<file path="src/rtl/spi_eng_pkg.sv">
package spi_eng_pkg;
  localparam int DATA_W = 16;
  localparam int LEN_W  = $clog2(DATA_W + 1);
  localparam int CODE_W = 4;
  localparam int DIV_W  = 8;

  // Resolved word length: code 0 -> 16, 8..15 -> itself, 1..7 -> 8.
  function automatic logic [LEN_W-1:0] word_len(input logic [CODE_W-1:0] code,
                                                input logic use_code);
    logic [LEN_W-1:0] n;
    if (!use_code)            n = LEN_W'(8);
    else if (code == '0)      n = LEN_W'(DATA_W);
    else if (code[CODE_W-1])  n = LEN_W'(code);
    else                      n = LEN_W'(8);
    return n;
  endfunction
endpackage

</file>
<file path="src/rtl/spi_rst_sync.sv">
module spi_rst_sync #(
  parameter int STAGES = 2
) (
  input  logic clk,
  input  logic rst_n,
  output logic rst_sync_n
);
  logic [STAGES-1:0] chain_q;

  always_ff @(posedge clk or negedge rst_n) begin
    if (!rst_n) chain_q <= '0;
    else        chain_q <= {chain_q[STAGES-2:0], 1'b1};
  end

  assign rst_sync_n = chain_q[STAGES-1];
endmodule

</file>
<file path="src/rtl/spi_half_timer.sv">
module spi_half_timer #(
  parameter int DIV_W = 8
) (
  input  logic             clk,
  input  logic             rst_n,
  input  logic             run,
  input  logic [DIV_W-1:0] div,
  output logic             tick
);
  logic [DIV_W-1:0] div_eff;
  logic [DIV_W-1:0] cnt_q, cnt_d;

  always_comb begin
    div_eff = (div < DIV_W'(2)) ? DIV_W'(2) : div;
    tick    = run && (cnt_q == div_eff - DIV_W'(1));
    if (!run)      cnt_d = '0;
    else if (tick) cnt_d = '0;
    else           cnt_d = cnt_q + DIV_W'(1);
  end

  always_ff @(posedge clk or negedge rst_n) begin
    if (!rst_n) cnt_q <= '0;
    else        cnt_q <= cnt_d;
  end


  half_cnt_range_chk: assert property (@(posedge clk) disable iff (!rst_n)
    run |-> (cnt_q < div_eff));
endmodule

</file>
<file path="src/rtl/spi_master_core.sv">
module spi_master_core
  import spi_eng_pkg::*;
(
  input  logic              clk,
  input  logic              rst_n,
  input  logic              enable,
  input  logic              start,
  input  logic              cfg_cpol,
  input  logic              cfg_cpha,
  input  logic [CODE_W-1:0] cfg_len_code,
  input  logic              cfg_len_en,
  input  logic [DIV_W-1:0]  cfg_div,
  input  logic [DATA_W-1:0] tx_word,
  input  logic              miso_i,
  output logic              sck_o,
  output logic              ss_n_o,
  output logic              mosi_o,
  output logic              busy,
  output logic              done,
  output logic [DATA_W-1:0] rx_word
);
  localparam int EDGE_W = LEN_W + 1;

  logic              busy_q, busy_d;
  logic              sck_q, sck_d;
  logic              cpol_q, cpol_d;
  logic              cpha_q, cpha_d;
  logic [LEN_W-1:0]  len_q, len_d;
  logic [DIV_W-1:0]  div_q, div_d;
  logic [EDGE_W-1:0] edge_q, edge_d;
  logic [LEN_W-1:0]  bits_q, bits_d;
  logic [DATA_W-1:0] tx_q, tx_d;
  logic [DATA_W-1:0] rx_q, rx_d;
  logic [DATA_W-1:0] rxw_q, rxw_d;
  logic              done_q, done_d;
  logic              tick;
  logic              is_sample;
  logic              last_edge;
  logic [3:0]        msb_idx;

  spi_half_timer #(.DIV_W(DIV_W)) u_timer (
    .clk  (clk),
    .rst_n(rst_n),
    .run  (busy_q),
    .div  (div_q),
    .tick (tick)
  );

  assign is_sample = (~edge_q[0]) ^ cpha_q;
  assign last_edge = (edge_q == EDGE_W'({len_q, 1'b0} - EDGE_W'(1)));
  assign msb_idx   = 4'(len_q - LEN_W'(1));

  always_comb begin
    busy_d = busy_q;
    sck_d  = sck_q;
    cpol_d = cpol_q;
    cpha_d = cpha_q;
    len_d  = len_q;
    div_d  = div_q;
    edge_d = edge_q;
    bits_d = bits_q;
    tx_d   = tx_q;
    rx_d   = rx_q;
    rxw_d  = rxw_q;
    done_d = 1'b0;
    if (!busy_q) begin
      sck_d = cfg_cpol;
      if (start && enable) begin
        busy_d = 1'b1;
        cpol_d = cfg_cpol;
        cpha_d = cfg_cpha;
        len_d  = word_len(cfg_len_code, cfg_len_en);
        div_d  = cfg_div;
        edge_d = '0;
        bits_d = '0;
        tx_d   = tx_word;
        rx_d   = '0;
      end
    end else if (tick) begin
      sck_d  = ~sck_q;
      edge_d = edge_q + EDGE_W'(1);
      if (is_sample) begin
        rx_d   = {rx_q[DATA_W-2:0], miso_i};
        bits_d = bits_q + LEN_W'(1);
      end else if (bits_q != '0) begin
        tx_d = tx_q << 1;
      end
      if (last_edge) begin
        busy_d = 1'b0;
        done_d = 1'b1;
        rxw_d  = rx_d;
      end
    end
  end

  always_ff @(posedge clk or negedge rst_n) begin
    if (!rst_n) begin
      busy_q <= 1'b0;
      sck_q  <= 1'b0;
      cpol_q <= 1'b0;
      cpha_q <= 1'b0;
      len_q  <= LEN_W'(8);
      div_q  <= DIV_W'(2);
      edge_q <= '0;
      bits_q <= '0;
      tx_q   <= '0;
      rx_q   <= '0;
      rxw_q  <= '0;
      done_q <= 1'b0;
    end else begin
      busy_q <= busy_d;
      sck_q  <= sck_d;
      cpol_q <= cpol_d;
      cpha_q <= cpha_d;
      len_q  <= len_d;
      div_q  <= div_d;
      edge_q <= edge_d;
      bits_q <= bits_d;
      tx_q   <= tx_d;
      rx_q   <= rx_d;
      rxw_q  <= rxw_d;
      done_q <= done_d;
    end
  end

  assign sck_o   = sck_q;
  assign ss_n_o  = ~busy_q;
  assign mosi_o  = tx_q[msb_idx];
  assign busy    = busy_q;
  assign done    = done_q;
  assign rx_word = rxw_q;


  m_done_pulse_chk: assert property (@(posedge clk) disable iff (!rst_n)
    done_q |=> !done_q);

  m_idle_level_chk: assert property (@(posedge clk) disable iff (!rst_n)
    done_q |-> (sck_q == cpol_q) && !busy_q);

  m_edge_bound_chk: assert property (@(posedge clk) disable iff (!rst_n)
    busy_q |-> (edge_q < EDGE_W'({len_q, 1'b0})));

  m_rx_justify_chk: assert property (@(posedge clk) disable iff (!rst_n)
    done_q |-> ((32'(rxw_q) >> len_q) == 32'd0));
endmodule

</file>
<file path="src/rtl/spi_slave_core.sv">
module spi_slave_core
  import spi_eng_pkg::*;
(
  input  logic              clk,
  input  logic              rst_n,
  input  logic              cfg_cpol,
  input  logic              cfg_cpha,
  input  logic [CODE_W-1:0] cfg_len_code,
  input  logic [DATA_W-1:0] tx_word,
  input  logic              sck_i,
  input  logic              ss_n_i,
  input  logic              mosi_i,
  output logic              miso_o,
  output logic              busy,
  output logic              done,
  output logic [DATA_W-1:0] rx_word
);
  logic sck_m, sck_s, sck_p;
  logic ss_m, ss_s, ss_p;
  logic mosi_m, mosi_s;

  logic [LEN_W-1:0]  len;
  logic [LEN_W-1:0]  bits_q, bits_d;
  logic [DATA_W-1:0] tx_q, tx_d;
  logic [DATA_W-1:0] rx_q, rx_d;
  logic [DATA_W-1:0] rxw_q, rxw_d;
  logic [DATA_W-1:0] rx_new;
  logic              done_q, done_d;
  logic              sel_fall, sck_edge, leading, is_sample;
  logic [3:0]        msb_idx;

  always_ff @(posedge clk or negedge rst_n) begin
    if (!rst_n) begin
      sck_m <= 1'b0; sck_s <= 1'b0; sck_p <= 1'b0;
      ss_m  <= 1'b1; ss_s  <= 1'b1; ss_p  <= 1'b1;
      mosi_m <= 1'b0; mosi_s <= 1'b0;
    end else begin
      sck_m <= sck_i;  sck_s <= sck_m;  sck_p <= sck_s;
      ss_m  <= ss_n_i; ss_s  <= ss_m;   ss_p  <= ss_s;
      mosi_m <= mosi_i; mosi_s <= mosi_m;
    end
  end

  assign len       = word_len(cfg_len_code, 1'b1);
  assign msb_idx   = 4'(len - LEN_W'(1));
  assign sel_fall  = ss_p && !ss_s;
  assign sck_edge  = !ss_p && !ss_s && (sck_s != sck_p);
  assign leading   = (sck_s != cfg_cpol);
  assign is_sample = leading ^ cfg_cpha;
  assign rx_new    = {rx_q[DATA_W-2:0], mosi_s};

  always_comb begin
    bits_d = bits_q;
    tx_d   = tx_q;
    rx_d   = rx_q;
    rxw_d  = rxw_q;
    done_d = 1'b0;
    if (sel_fall) begin
      bits_d = '0;
      tx_d   = tx_word;
      rx_d   = '0;
    end else if (sck_edge) begin
      if (is_sample) begin
        if (bits_q + LEN_W'(1) == len) begin
          rxw_d  = rx_new;
          done_d = 1'b1;
          bits_d = '0;
          rx_d   = '0;
          tx_d   = tx_word;
        end else begin
          bits_d = bits_q + LEN_W'(1);
          rx_d   = rx_new;
        end
      end else if (bits_q != '0) begin
        tx_d = tx_q << 1;
      end
    end
  end

  always_ff @(posedge clk or negedge rst_n) begin
    if (!rst_n) begin
      bits_q <= '0;
      tx_q   <= '0;
      rx_q   <= '0;
      rxw_q  <= '0;
      done_q <= 1'b0;
    end else begin
      bits_q <= bits_d;
      tx_q   <= tx_d;
      rx_q   <= rx_d;
      rxw_q  <= rxw_d;
      done_q <= done_d;
    end
  end

  assign miso_o  = ss_s ? 1'b0 : tx_q[msb_idx];
  assign busy    = ~ss_s;
  assign done    = done_q;
  assign rx_word = rxw_q;


  s_done_pulse_chk: assert property (@(posedge clk) disable iff (!rst_n)
    done_q |=> !done_q);

  s_bit_bound_chk: assert property (@(posedge clk) disable iff (!rst_n)
    bits_q < len);

  s_rx_justify_chk: assert property (@(posedge clk) disable iff (!rst_n)
    done_q |-> ((32'(rxw_q) >> len) == 32'd0));
endmodule

</file>
<file path="src/rtl/spi_xfer_engine.sv">
module spi_xfer_engine
  import spi_eng_pkg::*;
(
  input  logic              clk,
  input  logic              rst_n,
  input  logic              cfg_master,
  input  logic              cfg_cpol,
  input  logic              cfg_cpha,
  input  logic [CODE_W-1:0] cfg_len_code,
  input  logic              cfg_len_en,
  input  logic [DIV_W-1:0]  cfg_div,
  input  logic              start,
  input  logic [DATA_W-1:0] tx_word,
  output logic              busy,
  output logic              done,
  output logic [DATA_W-1:0] rx_word,
  output logic              sck_o,
  output logic              ss_n_o,
  output logic              mosi_o,
  input  logic              miso_i,
  input  logic              sck_i,
  input  logic              ss_n_i,
  input  logic              mosi_i,
  output logic              miso_o
);
  logic              rst_sync_n;
  logic              m_busy, m_done;
  logic [DATA_W-1:0] m_rx;
  logic              s_busy, s_done, s_miso;
  logic [DATA_W-1:0] s_rx;
  logic              s_sel_n;

  spi_rst_sync #(.STAGES(2)) u_rst (
    .clk       (clk),
    .rst_n     (rst_n),
    .rst_sync_n(rst_sync_n)
  );

  spi_master_core u_master (
    .clk         (clk),
    .rst_n       (rst_sync_n),
    .enable      (cfg_master),
    .start       (start),
    .cfg_cpol    (cfg_cpol),
    .cfg_cpha    (cfg_cpha),
    .cfg_len_code(cfg_len_code),
    .cfg_len_en  (cfg_len_en),
    .cfg_div     (cfg_div),
    .tx_word     (tx_word),
    .miso_i      (miso_i),
    .sck_o       (sck_o),
    .ss_n_o      (ss_n_o),
    .mosi_o      (mosi_o),
    .busy        (m_busy),
    .done        (m_done),
    .rx_word     (m_rx)
  );

  assign s_sel_n = cfg_master | ss_n_i;

  spi_slave_core u_slave (
    .clk         (clk),
    .rst_n       (rst_sync_n),
    .cfg_cpol    (cfg_cpol),
    .cfg_cpha    (cfg_cpha),
    .cfg_len_code(cfg_len_code),
    .tx_word     (tx_word),
    .sck_i       (sck_i),
    .ss_n_i      (s_sel_n),
    .mosi_i      (mosi_i),
    .miso_o      (s_miso),
    .busy        (s_busy),
    .done        (s_done),
    .rx_word     (s_rx)
  );

  assign busy    = cfg_master ? m_busy : s_busy;
  assign done    = cfg_master ? m_done : s_done;
  assign rx_word = cfg_master ? m_rx   : s_rx;
  assign miso_o  = cfg_master ? 1'b0   : s_miso;
endmodule

</file>
<file path="config.mk">
export PLATFORM = sky130hd
export DESIGN_NAME = spi_xfer_engine
export DESIGN_NICKNAME = d
export VERILOG_FILES = /design/src/rtl/spi_eng_pkg.sv /design/src/rtl/spi_rst_sync.sv /design/src/rtl/spi_half_timer.sv /design/src/rtl/spi_master_core.sv /design/src/rtl/spi_slave_core.sv /design/src/rtl/spi_xfer_engine.sv
export SDC_FILE = /design/constraint.sdc
export NUM_CORES = 1
export LEC_CHECK = 0
export BUFFER_PORTS_ARGS = -buffer_cell sky130_fd_sc_hd__buf_2
export CAP_MARGIN = 20
export CORE_AREA = 4 4 100 174
export DETAILED_ROUTE_END_ITERATION = 6
export DIE_AREA = 0 0 104 178
export GPL_ROUTABILITY_DRIVEN = 1
export PLACE_DENSITY_LB_ADDON = 0.3
export SKIP_LAST_GASP = 1
export SYNTH_ARGS = -nofsm -noshare
export SYNTH_HDL_FRONTEND = slang
export SYNTH_HIERARCHICAL = 1
export SYNTH_SLANG_ARGS = --single-unit
export TNS_END_PERCENT = 10
</file>
<file path="constraint.sdc">
create_clock -name clk -period 12 [get_ports clk]
set_clock_uncertainty 0.1 [all_clocks]
set_input_delay 2.4 -clock clk [delete_from_list [all_inputs] [get_ports clk]]
set_output_delay 2.4 -clock clk [all_outputs]
set_load 0.02 [all_outputs]
</file>
# Word-level counts from Yosys, hierarchy flattened
# Cells that the tools add are included.
[word_totals]
word_cells = 134
reg_bits = 147
output_inout_bits = 22
in_bits = 39
[op_classes]
n_eq_ne = 10
order_cmp = 3
reduce_logical = 22
muxes = 57
bitwise_logic = 8
addsub = 8
[ops]
columns = ["op", "n"]
rows = [
  ["16-bit 2-to-1 mux", 15],
  ["15-bit 2-to-1 mux", 4],
  ["5-bit 2-to-1 mux", 10],
  ["8-bit 2-to-1 mux", 3],
  ["1-bit 2-to-1 mux", 19],
  ["6-bit 2-to-1 mux", 3],
  ["5-bit by 1-bit adder with 5-bit output (second input constant)", 2],
  ["4-bit by 5-bit < comparator with 1-bit output (second input constant)", 2],
  ["5-bit nonzero test", 2],
  ["3-bit AND reduction", 3],
  ["8-bit by 1-bit adder with 8-bit output (second input constant)", 1],
  ["1-bit binary-select mux with 4-bit select", 2],
  ["8-bit == test", 1],
  ["8-bit by 2-bit < comparator with 1-bit output (second input constant)", 1],
  ["2-bit != test (second input constant)", 4],
  ["4-bit AND reduction", 2],
  ["4-bit by 1-bit subtractor with 4-bit output (second input constant)", 2],
  ["8-bit by 1-bit subtractor with 8-bit output (second input constant)", 1],
  ["6-bit by 1-bit adder with 6-bit output (second input constant)", 1],
  ["6-bit == test", 1],
  ["2-bit AND reduction", 3],
  ["2-bit nonzero test", 3],
  ["6-bit by 1-bit subtractor with 6-bit output (second input constant)", 1],
  ["5-bit == test", 1],
  ["10 further kinds", 21],
]

# Longest topological paths before layout
[depth]
depth_word = 7
ltp_mapped = 17
depth_no_buf = 14

# Modules after synthesis
# Netlist, hierarchy kept.
[by_module_without_submodules]
columns = ["mod", "n_inst", "cells_per_inst", "area_each_um2", "seq_area_each_um2"]
rows = [
  ["spi_master_core", 1, 341, 3669.8, 1904.3],
  ["spi_slave_core", 1, 195, 2835.2, 1530.2],
  ["spi_half_timer", 1, 72, 700.7, 200.2],
  ["spi_xfer_engine", 1, 22, 305.3, 0.0],
  ["spi_rst_sync", 1, 3, 53.8, 50.0],
]

# Worst setup path after synthesis
# OpenSTA, ideal clock, no wires.
[synth_timing]
path_type = "input port to output port"
start = "input cfg_len_code[3]"
end = "output miso_o"
stages = 6
path_buffers = 0
path_slack_ns = 5.493
t_required_ns = 9.500
arrival_ns = 4.007
cell_sequence = "nand2_1 ha_1 xor2_1 mux4_2 o311a_1 nor2b_1"
[synth_via]
elab_chain_cells = 7
[synth_rtl]
columns = ["item", "line", "rtl"]
rows = [
  ["from (decl)", "spi_xfer_engine.sv:9", "input logic [CODE_W-1:0] cfg_len_code,"],
  ["4-bit zero test / 3-bit 2-to-1 mux (equally long branches)", "spi_eng_pkg.sv:12, spi_eng_pkg.sv:13", ""],
  ["5-bit 2-to-1 mux *", "spi_eng_pkg.sv:12", "else if (code == '0) n = LEN_W'(DATA_W);"],
  ["4-bit by 1-bit subtractor with 4-bit output *", "spi_slave_core.sv:45", "assign msb_idx = 4'(len - LEN_W'(1));"],
  ["1-bit binary-select mux with 4-bit select *", "spi_slave_core.sv:96", "assign miso_o = ss_s ? 1'b0 : tx_q[msb_idx];"],
  ["1-bit 2-to-1 mux (implied by the code) *", "spi_slave_core.sv:96", ""],
  ["1-bit 2-to-1 mux *", "spi_slave_core.sv:96", ""],
  ["via s_miso", "spi_xfer_engine.sv:29", "logic s_busy, s_done, s_miso;"],
  ["1-bit 2-to-1 mux *", "spi_xfer_engine.sv:80", "assign miso_o = cfg_master ? 1'b0 : s_miso;"],
  ["to (decl)", "spi_xfer_engine.sv:24", "output logic miso_o"],
]
# The timed path passes the listed nets; every way through them passes the cells marked *. The select of a mux whose other input is x is not followed.

# Worst setup path in the final report
# Ends and elaborated chain as after synthesis.

==> results.py <==
metrics = {
    "clocking": {
        "cts.clk_slew.worst_paths_ns": 0.06,
        "cts_root_buffer": "clkbuf_16",
        "cts_tree": "built",
        "post_cts_buffers": 0,
        "worstSkewPairLatency_ns": 0.41,
        "cts_resized": 0,
        "hold_buffers": 0,
        "cts_sinks": 147,
        "ctsHtreeMaxLevel": 4,
        "max-clock-path-buffers": 2,
        "numCtsBuffers": 17,
    },
    "timing": {
        "tns_ns": 0,
        "slew_headroom_pct": 32.9,
        "rsz0062_at_grt": "no",
        "drv_slew": 0,
        "hold_viol_final": 0,
        "tightest_slew_ns": 1.01,
        "fmax_mhz": 143,
        "period_share_pct": 58.2,
        "final.min_clock_period_ns": 6.98,
        "setup_viol": 0,
    },
    "logic_synthesis": {
        "synth_nets": 681,
        "yosysWarnings": 6,
        "synth_flop_cell": "dfrtp_1",
        "synth.cell_area_sq_mm": 0.00756,
        "ys_types": 63,
        "synth-edff-count": 0,
        "synthTopCellsByArea": "dfrtp_1 (47%), mux2_2 (9.1%), mux2_4 (7.1%)",
        "synth_top_cell_by_area": "dfrtp_1",
        "syn_area_per_cell_sq_um": 12.0,
        "syn_inst": 633,
        "synth_most_common_cell": "dfrtp_1",
        "synth-seq-cells": 147,
        "synth_top_area_share_pct": 47.0,
        "async_flop_share_pct": 100,
        "ys_seq_area_share_pct": 48.7,
        "ys_top_cells_by_count": "dfrtp_1 (142), nand2_1 (76), mux2_2 (61), mux2_4 (36), nand3_1 (30)",
    },
    "drt": {
        "wl_um": 15900,
        "num_vias": 4970,
        "first_pass_iters": 5,
        "drt_iter0_drc": 313,
        "vias_per_cell": 5.58,
        "wl_per_cell_um": 17.9,
        "final_antenna_net_count": 0,
        "drcViolationCount": 0,
    },
    "global_routing": {
        "grt_antenna_before_repair": 1,
        "grt_usage_pct": 17.7,
        "grt_pass1_vias": 4945,
        "grt_max_degree": 78,
        "grt_pass1_wl_um": 26000,
        "grt_overflow": 0,
    },
    "worst_setup_path": {
        "critPathMaxFanout": 11,
        "path_class": "in -> out",
        "crit_arrival_ns": 4.48,
        "worst-path-buf-inv": 2,
        "cpPeakStageDelay_ns": 0.55,
        "end_kind": "output port",
        "cp-start-kind": "input port",
        "cp_slowest_cell": "mux4_2",
        "critical_path.cell_chain": "buf_2 -> nand2_1 -> ha_1 -> xor2_1 -> mux4_2 -> o311a_1 -> nor2b_1 -> buf_2",
        "critPathTopFamily": "multiplexers",
        "critPathMostFrequentCell": "buf_2",
        "worstPathRequired_ns": 9.50,
    },
    "power": {
        "p_int_uw": 1240,
        "leakage_uw": 0.00415,
        "p_seq_share_pct": 41.6,
        "p_sw_uw": 590,
        "powerDensity_mw_per_mm2": 214,
        "clockPowerShare_pct": 29.4,
        "power_frac_comb_pct": 29.0,
        "irDropWorstVdd_v": 0.000124,
        "swShare_pct": 32.2,
    },
    "floorplanning": {
        "die-height_um": 178,
        "fp.dieW_um": 104,
        "num_io_pins": 61,
        "start_util_pct": 47.7,
        "rows": 61,
        "core_sq_mm": 0.0159,
        "die_area_sq_mm": 0.0185,
    },
    "outcome": {
        "status": "finished, final reports clean",
    },
    "job": {
        "cap_violations": 0,
    },
    "final_layout": {
        "nNetsFinal": 735,
        "drive_above_1_share_pct": 32.4,
        "fin_area_sq_mm": 0.00858,
        "area_growth_syn_to_layout_pct": 13.5,
    },
    "placed_design": {
        "hpwl_um": 11300,
        "port-buffer-count": 60,
        "placed_cell_area_sq_mm": 0.00798,
        "gp_congestion": 0.866,
    },
    "hold_path": {
        "min_path_type": "reg -> async",
    },
}
cell families after synthesis:
family,Yosys count,share of synthesized area (%)
muxes,126,21.4
and+or+nand+nor,172,11.6
adders and majority gates,9,1.49
xor gates and xnor gates,40,4.73
AOI/OAI and AO/OA,90,8.50
DFF,147,48.7
other,1,0.0496
buffers and inverters,48,3.46
sequential cells by signal (all words and copies together) (netlist names), 2 cells and up:
name / flops
u_master/bits_q: 5
u_master/div_q: 8
u_master/edge_q: 6
u_master/len_q: 5
u_master/rx_q: 16
u_master/rx_word: 16
u_master/tx_q: 16
u_master/u_timer/cnt_q: 8
u_rst/chain_q: 2
u_slave/bits_q: 5
u_slave/rx_q: 15
u_slave/rx_word: 16
u_slave/tx_q: 16
power by group through the flow:
stage                     clock network [uW]  registers (uW)  logic [uW]
after floorplan                            0             729         442
after global placement                     0             760         509
after detailed placement                   0             768         532
after CTS                                555             761         536
after global routing                     574             781         588
final                                    539             763         531
stage by stage:
stage	cells	worst slack, ns	hold slack (ns)	util (%)	power, uW
5_1_grt	889	4.88	0.128	54.1	1940
3_3_place_gp	856	5.08	0.103	50.2	1270
4_1_cts	889	5.02	0.118	54.1	1850
6_report	890	5.02	0.105	54.1	1830
2_1_floorplan	633	5.49	0.231	-	1170
3_5_place_dp	857	5.03	0.109	50.2	1300
cell usage in the layout (no fill, tap or decap), types with 3 or more instances in the layout:
cell          n
clkbuf_16    17
clkinvlp_4    5
nand3_1      30
clkinv_4      3
dfrtp_1     141
ha_1          9
dfstp_2       5
nand2_1      76
nor3_1        3
a31oi_1      15
o21ai_0      11
mux2_4       36
nand4_1       8
inv_1        15
mux2_2       61
xnor2_1      18
xor2_1       20
buf_2        60
and3_1        5
nand2b_1      3
nor2_1       16
buf_4         7
bufinv_16     3
a22o_1       17
nor2b_1       6
and2_1        5
a21oi_1      22
mux2i_1      21
a211oi_1      7
mux4_2        7
worst paths after layout:
path | from | endpoint | slack, ns | cells past startpoint
max | cfg_len_code[3] | miso_o | 5.02 | 8
min | u_rst/chain_q[1] | u_slave/rx_q[10] | 0.11 | 0
max reg2reg | u_master/div_q[5] | u_master/rx_word[11] | 7.41 | 15
min reg2reg | u_rst/chain_q[1] | u_slave/rx_q[10] | 0.11 | 0
max in group asynchronous | u_rst/chain_q[1] | u_master/edge_q[5] | 9.85 | 2
min in group clk | u_slave/sck_m | u_slave/sck_s | 0.25 | 0
layout make-up:
cell class              instances  area, sq um
clock inverters                12          159
inverters                      15         56.3
well taps                     189          236
repair buffers                 68          364
fillers                      1353         7290
diodes                          1         2.50
flip-flops and latches        147         3690
multi-input cells             438         3630
clock buffers                  20          447
worst reg2reg max path, cell delays in order, from the launching register on:
cell and delay (ns):
dfrtp_1 0.44, or3_4 0.44, or3_1 0.35, nor2_1 0.10, nor2_1 0.06, ha_1 0.22, xor2_1 0.16, xnor2_1 0.16
nand4_1 0.16, a211oi_4 0.41, and2_1 0.27, and2_1 0.40, nand4_1 0.23, nor4_4 0.30, buf_4 0.30, mux2_2 0.38
routing by layer:
| layer | up-vias | track usage [%] | routed length [um] |
|---|---|---|---|
| met3 | 10 | 3.44 | 522 |
| met4 | 0 | 5.49 | 146 |
| met2 | 92 | 31.6 | 8470 |
| met5 | - | 0 | 0 |
| li1 | 2383 | - | - |
| met1 | 2485 | 21.6 | 6750 |
No activity file was read; power rests on OpenSTA's default activity.
